## src/rtl/fwh_pkg.sv

```systemverilog
`timescale 1ns/1ps
// Package: shared bus codes, header FSM encoding and size-code decode for the
// firmware-hub read target. Assumes a 4-bit bus and a 4-bit size field.
package fwh_pkg;

    localparam int NIB_W = 4;

    localparam logic [NIB_W-1:0] NIB_START = 4'b1101;
    localparam logic [NIB_W-1:0] NIB_TURN  = 4'b1111;
    localparam logic [NIB_W-1:0] NIB_WAIT  = 4'b0101;
    localparam logic [NIB_W-1:0] NIB_READY = 4'b0000;

    typedef enum logic [2:0] {
        HDR_IDLE,
        HDR_ID,
        HDR_ADDR,
        HDR_SIZE,
        HDR_SKIP
    } hdr_state_t;

    // Returns 1 for the sparse set of burst codes the target serves.
    function automatic logic size_code_ok(input logic [NIB_W-1:0] code,
                                          input int unsigned max_log2);
        logic known;
        known = (code == 4'd0) || (code == 4'd1) || (code == 4'd2) ||
                (code == 4'd4) || (code == 4'd7);
        return known && (int'(code) <= int'(max_log2));
    endfunction

endpackage

```

## src/rtl/fwh_hdr_decode.sv

```systemverilog
`timescale 1ns/1ps
// Header decoder: follows the host-driven part of a read cycle (start, ID,
// address, size) and emits a one-cycle launch with an aligned, masked base
// address. Assumes the host holds frame_n low only in the start cycle; a low
// frame_n at any other time restarts or idles the decoder.
module fwh_hdr_decode
    import fwh_pkg::*;
#(
    parameter int          ADDR_W          = 28,
    parameter int          MAX_SIZE_LOG2   = 7,
    parameter int          ARRAY_SEL_BIT   = 22,
    parameter logic [27:0] ARRAY_KEEP_MASK = 28'h04F_FFFF
) (
    input  logic                 clk,
    input  logic                 rst_n,
    input  logic                 frame_n,
    input  logic [NIB_W-1:0]     bus_in,
    input  logic [NIB_W-1:0]     id_strap,
    output logic                 launch,
    output logic [ADDR_W-1:0]    base_addr,
    output logic [NIB_W-1:0]     size_code,
    output logic                 reg_space
);

    localparam int ADDR_NIBS = ADDR_W / NIB_W;
    localparam int CNT_W     = $clog2(ADDR_NIBS);
    localparam logic [CNT_W-1:0] LAST_NIB = CNT_W'(ADDR_NIBS - 1);

    hdr_state_t             state_q;
    logic [CNT_W-1:0]       nib_cnt_q;
    logic [ADDR_W-1:0]      addr_sh_q;
    logic [ADDR_W-1:0]      space_addr;
    logic [ADDR_W-1:0]      align_mask;
    logic                   launch_q;
    logic [ADDR_W-1:0]      base_q;
    logic [NIB_W-1:0]       code_q;
    logic                   reg_q;

    // Purpose: apply the array-space mask and the burst alignment to the address.
    always_comb begin
        space_addr = addr_sh_q[ARRAY_SEL_BIT] ? (addr_sh_q & ARRAY_KEEP_MASK[ADDR_W-1:0])
                                              : addr_sh_q;
        align_mask = ~((ADDR_W'(1) << bus_in) - ADDR_W'(1));
    end

    // Purpose: header state machine with address shift and launch pulse.
    always_ff @(posedge clk) begin
        if (!rst_n) begin
            state_q   <= HDR_IDLE;
            nib_cnt_q <= '0;
            addr_sh_q <= '0;
            launch_q  <= 1'b0;
            base_q    <= '0;
            code_q    <= '0;
            reg_q     <= 1'b0;
        end else begin
            launch_q <= 1'b0;
            if (!frame_n) begin
                state_q <= (bus_in == NIB_START) ? HDR_ID : HDR_IDLE;
            end else begin
                unique case (state_q)
                    HDR_IDLE: state_q <= HDR_IDLE;
                    HDR_ID: begin
                        nib_cnt_q <= '0;
                        state_q   <= (bus_in == id_strap) ? HDR_ADDR : HDR_SKIP;
                    end
                    HDR_ADDR: begin
                        addr_sh_q <= {addr_sh_q[ADDR_W-NIB_W-1:0], bus_in};
                        if (nib_cnt_q == LAST_NIB) begin
                            state_q <= HDR_SIZE;
                        end else begin
                            nib_cnt_q <= nib_cnt_q + 1'b1;
                        end
                    end
                    HDR_SIZE: begin
                        if (size_code_ok(bus_in, MAX_SIZE_LOG2)) begin
                            launch_q <= 1'b1;
                            base_q   <= space_addr & align_mask;
                            code_q   <= bus_in;
                            reg_q    <= ~addr_sh_q[ARRAY_SEL_BIT];
                            state_q  <= HDR_IDLE;
                        end else begin
                            state_q  <= HDR_SKIP;
                        end
                    end
                    HDR_SKIP: state_q <= HDR_SKIP;
                    default:  state_q <= HDR_IDLE;
                endcase
            end
        end
    end

    assign launch    = launch_q;
    assign base_addr = base_q;
    assign size_code = code_q;
    assign reg_space = reg_q;

endmodule

```

## src/rtl/fwh_resp_seq.sv

```systemverilog
`timescale 1ns/1ps
// Response sequencer: after a launch, counts response cycles and chooses the
// nibble the target drives (turnaround, wait sync, ready sync, data, closing
// turnaround, release). Captures each memory byte as it arrives. Assumes the
// size code stays stable from launch to the end of the response.
module fwh_resp_seq
    import fwh_pkg::*;
#(
    parameter int MAX_SIZE_LOG2 = 7
) (
    input  logic                 clk,
    input  logic                 rst_n,
    input  logic                 frame_n,
    input  logic                 launch,
    input  logic [NIB_W-1:0]     size_code,
    input  logic [7:0]           rdata,
    output logic                 active,
    output logic [$clog2(2*(1<<MAX_SIZE_LOG2)+8)-1:0] tcnt,
    output logic                 drv_oe,
    output logic [NIB_W-1:0]     drv_nib
);

    localparam int TCNT_W = $clog2(2*(1<<MAX_SIZE_LOG2)+8);

    logic                 active_q;
    logic [TCNT_W-1:0]    tcnt_q;
    logic [7:0]           byte_q;
    logic [TCNT_W-1:0]    two_n;
    logic [TCNT_W-1:0]    end_t;
    logic                 cap_en;

    // Purpose: derive burst-length dependent cycle limits.
    always_comb begin
        two_n  = TCNT_W'(2) << size_code;
        end_t  = TCNT_W'(6) + two_n;
        cap_en = active_q && (tcnt_q >= TCNT_W'(4)) && !tcnt_q[0] &&
                 (tcnt_q <= TCNT_W'(2) + two_n);
    end

    // Purpose: response cycle counter, cleared by an abort or at the end.
    always_ff @(posedge clk) begin
        if (!rst_n) begin
            active_q <= 1'b0;
            tcnt_q   <= '0;
        end else if (!frame_n) begin
            active_q <= 1'b0;
            tcnt_q   <= '0;
        end else if (launch) begin
            active_q <= 1'b1;
            tcnt_q   <= TCNT_W'(1);
        end else if (active_q) begin
            if (tcnt_q == end_t) begin
                active_q <= 1'b0;
                tcnt_q   <= '0;
            end else begin
                tcnt_q <= tcnt_q + 1'b1;
            end
        end
    end

    // Purpose: hold the byte currently being serialised.
    always_ff @(posedge clk) begin
        if (!rst_n) begin
            byte_q <= '0;
        end else if (cap_en) begin
            byte_q <= rdata;
        end
    end

    // Purpose: select the driven nibble and enable for the current cycle.
    always_comb begin
        drv_oe  = 1'b0;
        drv_nib = NIB_TURN;
        if (active_q) begin
            if (tcnt_q == TCNT_W'(1)) begin
                drv_oe  = 1'b1;
                drv_nib = NIB_TURN;
            end else if (tcnt_q <= TCNT_W'(3)) begin
                drv_oe  = 1'b1;
                drv_nib = NIB_WAIT;
            end else if (tcnt_q == TCNT_W'(4)) begin
                drv_oe  = 1'b1;
                drv_nib = NIB_READY;
            end else if (tcnt_q <= TCNT_W'(4) + two_n) begin
                drv_oe  = 1'b1;
                drv_nib = tcnt_q[0] ? byte_q[3:0] : byte_q[7:4];
            end else if (tcnt_q == TCNT_W'(5) + two_n) begin
                drv_oe  = 1'b1;
                drv_nib = NIB_TURN;
            end
        end
    end

    assign active = active_q;
    assign tcnt   = tcnt_q;

endmodule

```

## src/rtl/fwh_mem_fetch.sv

```systemverilog
`timescale 1ns/1ps
// Memory fetch: issues one read strobe per burst byte, timed so that each
// byte lands exactly in the cycle before it is serialised. Assumes
// 1 <= MEM_LAT <= 3 and an aligned base address.
module fwh_mem_fetch
    import fwh_pkg::*;
#(
    parameter int ADDR_W        = 28,
    parameter int MAX_SIZE_LOG2 = 7,
    parameter int MEM_LAT       = 2
) (
    input  logic                 active,
    input  logic [$clog2(2*(1<<MAX_SIZE_LOG2)+8)-1:0] tcnt,
    input  logic [NIB_W-1:0]     size_code,
    input  logic [ADDR_W-1:0]    base_addr,
    output logic                 rd_req,
    output logic [ADDR_W-1:0]    rd_addr
);

    localparam int TCNT_W = $clog2(2*(1<<MAX_SIZE_LOG2)+8);
    localparam logic [TCNT_W-1:0] FIRST_T = TCNT_W'(4 - MEM_LAT);

    logic [TCNT_W-1:0] rel;
    logic [TCNT_W-1:0] byte_idx;
    logic [TCNT_W-1:0] n_bytes;

    // Purpose: map the response cycle to a byte index and strobe decision.
    always_comb begin
        rel      = tcnt - FIRST_T;
        byte_idx = rel >> 1;
        n_bytes  = TCNT_W'(1) << size_code;
        rd_req   = active && (tcnt >= FIRST_T) && !rel[0] && (byte_idx < n_bytes);
        rd_addr  = base_addr + ADDR_W'(byte_idx);
    end

endmodule

```

## src/rtl/fwh_read_target.sv

```systemverilog
`timescale 1ns/1ps
// Top: firmware-hub style read target. Joins the header decoder, response
// sequencer and memory fetch. Gates the drivers and the strobe with frame_n
// so an abort releases the bus in the same cycle. Assumes 1 <= MEM_LAT <= 3.
module fwh_read_target
    import fwh_pkg::*;
#(
    parameter int          ADDR_W          = 28,
    parameter int          MEM_LAT         = 2,
    parameter int          MAX_SIZE_LOG2   = 7,
    parameter int          ARRAY_SEL_BIT   = 22,
    parameter logic [27:0] ARRAY_KEEP_MASK = 28'h04F_FFFF
) (
    input  logic              clk,
    input  logic              rst_n,
    input  logic              frame_n,
    input  logic [3:0]        bus_in,
    input  logic [3:0]        id_strap,
    output logic [3:0]        bus_out,
    output logic              bus_oe,
    output logic              mem_rd,
    output logic [ADDR_W-1:0] mem_addr,
    output logic              mem_reg_sel,
    input  logic [7:0]        mem_rdata
);

    localparam int TCNT_W = $clog2(2*(1<<MAX_SIZE_LOG2)+8);

    logic                 launch;
    logic [ADDR_W-1:0]    base_addr;
    logic [NIB_W-1:0]     size_code;
    logic                 reg_space;
    logic                 active;
    logic [TCNT_W-1:0]    tcnt;
    logic                 drv_oe;
    logic [NIB_W-1:0]     drv_nib;
    logic                 rd_req;

    fwh_hdr_decode #(
        .ADDR_W          (ADDR_W),
        .MAX_SIZE_LOG2   (MAX_SIZE_LOG2),
        .ARRAY_SEL_BIT   (ARRAY_SEL_BIT),
        .ARRAY_KEEP_MASK (ARRAY_KEEP_MASK)
    ) u_hdr (
        .clk       (clk),
        .rst_n     (rst_n),
        .frame_n   (frame_n),
        .bus_in    (bus_in),
        .id_strap  (id_strap),
        .launch    (launch),
        .base_addr (base_addr),
        .size_code (size_code),
        .reg_space (reg_space)
    );

    fwh_resp_seq #(
        .MAX_SIZE_LOG2 (MAX_SIZE_LOG2)
    ) u_seq (
        .clk       (clk),
        .rst_n     (rst_n),
        .frame_n   (frame_n),
        .launch    (launch),
        .size_code (size_code),
        .rdata     (mem_rdata),
        .active    (active),
        .tcnt      (tcnt),
        .drv_oe    (drv_oe),
        .drv_nib   (drv_nib)
    );

    fwh_mem_fetch #(
        .ADDR_W        (ADDR_W),
        .MAX_SIZE_LOG2 (MAX_SIZE_LOG2),
        .MEM_LAT       (MEM_LAT)
    ) u_fetch (
        .active    (active),
        .tcnt      (tcnt),
        .size_code (size_code),
        .base_addr (base_addr),
        .rd_req    (rd_req),
        .rd_addr   (mem_addr)
    );

    // Purpose: release drivers and strobe in the same cycle frame_n falls.
    always_comb begin
        bus_oe      = drv_oe & frame_n;
        bus_out     = drv_nib;
        mem_rd      = rd_req & frame_n;
        mem_reg_sel = reg_space;
    end

endmodule

```

## config.mk

```make
export PLATFORM = sky130hd
export DESIGN_NAME = fwh_read_target
export DESIGN_NICKNAME = d
export VERILOG_FILES = /design/src/rtl/fwh_pkg.sv /design/src/rtl/fwh_hdr_decode.sv /design/src/rtl/fwh_resp_seq.sv /design/src/rtl/fwh_mem_fetch.sv /design/src/rtl/fwh_read_target.sv
export SDC_FILE = /design/constraint.sdc
export NUM_CORES = 1
export LEC_CHECK = 0
export BUFFER_PORTS_ARGS = -buffer_cell sky130_fd_sc_hd__buf_2
export CORE_ASPECT_RATIO = 1.2
export CORE_MARGIN = 10
export CORE_UTILIZATION = 55
export CTS_BUF_LIST = sky130_fd_sc_hd__clkbuf_8 sky130_fd_sc_hd__clkbuf_16
export CTS_CLUSTER_DIAMETER = 120
export DETAILED_ROUTE_END_ITERATION = 8
export PLACE_DENSITY = 0.77
export SLEW_MARGIN = 15
export SYNTH_ARGS = -nofsm -noshare
export SYNTH_HDL_FRONTEND = slang
export SYNTH_SLANG_ARGS = --single-unit
export TNS_END_PERCENT = 10
```

## constraint.sdc

```tcl
create_clock -name clk -period 3.55 [get_ports clk]
set_input_delay 0.1775 -clock clk [delete_from_list [all_inputs] [get_ports clk]]
set_output_delay 0.1775 -clock clk [all_outputs]
set_load 0.01 [all_outputs]
```

==> results.tsv <==
stage	metric	value	unit
global_route	gr-usage-met2	0.3295	
timing	drv_slew	0	
floorplanning	die_w	113.9	um
route	wire_per_inst	16.81	um
synth	synth_top_area_cell	dfxtp_1	
critical_path	cp_max_fo	10	
synth	synth_common_cells	nand2_1, dfxtp_1, a21boi_0	
route	final_antenna_net_count	0	
global_route	antenna_found_initial	0	
global_route	use_met1	0.2218	
clock_tree	postCtsHoldBufs	0	
hold_path	min_from	rst_n	
placement	pre_cts_slack	0.4479	ns
hold_path	hp-class	input pin to flop	
critical_path	crit_arrival	3.19	ns
synth	yosys.area.top_type_share	0.2959	
floorplanning	initial_core_util	0.5588	
pwr	p_per_area	301.7	nW/um^2
timing	post-route-period-util	0.9478	
timing	clock_skew	0.005430	ns
floorplanning	die_y	132.7	um
global_route	grt.overflow.total	0	
timing	rsz0062_at_grt	false	
route	routed_wl	14570	um
timing	fin_crit	3.365	ns
synth	syn_inst	713	
run	drv_cap	0	
final_layout	fill_cells	938	
placement	place_hpwl	10760	um
placement	portBuffers	53	
placement	finalWeightedCongestion	0.9363	
clock_tree	insertion_delay	0.34	ns
critical_path	cp_slowest_stage_delay	0.38	ns
final_layout	antenna_cells	0	
route	dr.pass1.iters	5	
synth	seq_area_frac_synth	0.2959	
synth	ys_seq_elements	86	
critical_path	crit_start	u_seq.tcnt[1]	
placement	place_inst	851	
final_layout	final_area	6354	sq um
timing	relSlewSlack	0.3103	
synth	synth_nets	778	
pwr	p_leak	2.457	nW
floorplanning	ios	54	
timing	report.final.setup_viol	0	
critical_path	rr_startpoint	u_hdr.size_code[0]	
final_layout	area_growth	9.181	%
floorplanning	row_count	41	
route	drt_iter0_drc	356	
clock_tree	cts_buffers	9	
global_route	grt_max_degree	98	
clock_tree	cts_sinks	86	
timing	worst_pin_slew	1.035	ns
route	vias_per_cell	6.062	
critical_path	worstSetupPathType	flop to output pin	
timing	max_freq	0.2972	GHz
timing	whs	0.1395	ns
critical_path	worstSetupStartpointType	flop	
synth	yosysWarnings	0	
synth	avgSynthCellArea	8.162	sq um
floorplanning	core_area	10410	sq um
critical_path	cp.required	3.37	ns
placement	dpl_cell_area	6073	sq um
critical_path	crit_path_end_kind	output pin	
floorplanning	die-area	15110	sq um
critical_path	cp_slowest_cell	o31a_2	
route	vias	5256	
synth	async_reset_ff_frac	0	
final_layout	fin_cells	867	
critical_path	path_cells	inv_1 > ha_1 > nand2_1 > nor3_1 > xor2_1 > ha_1 > a211o_1 > o31a_2 > and4_1 > xor2_1 > buf_2	
run_status	outcome	finished clean	
pwr	ir_worst_vdd	0.2876	mV
clock_tree	path_clk_slew	0.06	ns
clock_tree	cts-htree-levels	3	
clock_tree	clock_path_buffers	2	
clock_tree	cts_tree	done	
global_route	grt-busiest-layer	met2	
timing	setup_tns	0	ns
route	drc	0	
synth	synth_area_leaders	dfxtp_1, ha_1, nand2_1	
final_layout	drive_gt1_frac	0.1206	
global_route	grt_pass1_vias	5141	
synth	synth.distinct_cells	60	
global_route	gr-usage-all-layers	0.1903	
synth	synth-main-ff-cell	dfxtp_1	
synth	syn_area	5819	sq um
timing	hold_viol_final	0	
global_route	grt.met3_usage	0.03664	
synth	synth.most_common_cell	nand2_1	
clock_tree	root_buffer	clkbuf_16	
synth	synth_edf_count	0	
timing	setup_slack	0.1852	ns
global_route	grt_pass1_wl	24360	um
final_layout	fin_nets	798	
[layer usage]
metal | share of wire | vias up | wire (um)
li1 | - | 2594 | -
met2 | 0.51 | 140 | 7388
met1 | 0.42 | 2488 | 6149
met5 | 0 | - | 0
met4 | 0.027 | 0 | 391
met3 | 0.044 | 34 | 641
[through the flow]
| stage | utilization | power [mW] |
|---|---|---|
| 2_1_floorplan | - | 1.038 |
| 3_3_place_gp | 0.5832 | 1.060 |
| 3_5_place_dp | 0.5832 | 1.062 |
| 4_1_cts | 0.6098 | 1.931 |
| 5_1_grt | 0.6101 | 1.978 |
| 6_report | 0.6101 | 1.917 |
[worst paths after layout]
kind	to	slack (ns)	cells past startpoint
hold reg to reg	u_hdr.base_addr[5]	0.45	2
setup / recovery	mem_addr[11]	0.19	11
setup reg to reg	u_seq.byte_q[3]	0.51	10
hold / removal	u_seq.byte_q[6]	0.14	2
[where the power goes]
group | internal (mW) | total [mW] | switching [mW]
sequential | 0.965 | 0.965 | 0.000288
clock | 0.490 | 0.875 | 0.385
combinational | 0.0291 | 0.0767 | 0.0476
[cells by family (layout without fill, tap and decap cells)]
group | count (synthesis) | count (layout) | synth area share
and+or+nand+nor | 304 | 304 | 0.2692
AOI/OAI and AO/OA | 153 | 153 | 0.1989
DFF | 86 | 86 | 0.2959
buffers and inverters | 67 | 92 | 0.04902
xor gates and xnor gates | 52 | 52 | 0.07826
adders and majority gates | 46 | 46 | 0.1002
muxes | 5 | 5 | 0.008601
[layout by cell type, fill, tap and decap left out, types with 4 or more instances in the layout]
| master | Yosys | layout |
|---|---|---|
| buf_2 | 9 | 53 |
| a21oi_1 | 14 | 14 |
| a21boi_1 | 9 | 9 |
| nand4b_1 | 5 | 5 |
| or3_1 | 5 | 5 |
| nand3_1 | 37 | 37 |
| and3_1 | 12 | 12 |
| mux2i_1 | 5 | 5 |
| a41o_1 | 8 | 8 |
| ha_1 | 45 | 45 |
| dfxtp_1 | 86 | 84 |
| o2111ai_1 | 6 | 6 |
| nor2_1 | 33 | 33 |
| nand4bb_1 | 7 | 7 |
| o21ai_0 | 13 | 13 |
| nand3b_1 | 6 | 6 |
| a21boi_0 | 53 | 53 |
| o211ai_1 | 5 | 5 |
| buf_4 | 0 | 7 |
| and2_1 | 9 | 9 |
| nor2b_1 | 5 | 5 |
| clkbuf_16 | 0 | 9 |
| a31oi_1 | 4 | 4 |
| xnor2_1 | 33 | 33 |
| nand4_1 | 18 | 18 |
| nor3_1 | 8 | 8 |
| and4_1 | 6 | 6 |
| xor2_1 | 19 | 19 |
| o221ai_1 | 5 | 5 |
| nand2_1 | 132 | 132 |
| inv_1 | 16 | 18 |
| a21o_1 | 9 | 9 |
| nand2b_1 | 5 | 5 |
[state kept, by name, indices dropped and copies added, names as in the netlist]
signal           cells
u_hdr.launch         1
u_hdr.addr_sh_q     28
u_hdr.size_code      4
u_seq.byte_q         8
u_hdr.base_addr     28
u_hdr.nib_cnt_q      3
u_hdr.state_q        3
u_hdr.reg_space      1
u_seq.active         1
u_seq.tcnt           9
[final cells by class]
cell class                 instances  area, sq um  area share
clock inverter                     6        37.54    0.005908
multi-input combinational        560         3814      0.6002
sequential                        86         1724      0.2714
clock buffer                      10        239.0     0.03761
tap                              129        161.4     0.02540
inverter                          16        60.06    0.009453
timing repair buffer              60        317.8     0.05002
[critical path, delay by kind of cell (launching register included)]
family,cells,cell delay [ns]
compound gates,2,0.68
simple gates,3,0.55
fa+ha+maj,2,0.54
xor+xnor,2,0.38
flops,1,0.36
buf+inv,2,0.32
[repair_timing]
| item | in CTS | in global routing |
|---|---|---|
| resized for setup | 0 | 3 |
| setup buffers | 0 | 0 |
| setup endpoints to repair | 0 | 22 |
| hold endpoints to repair | 0 | 0 |
(Power assumes the default switching activity.)
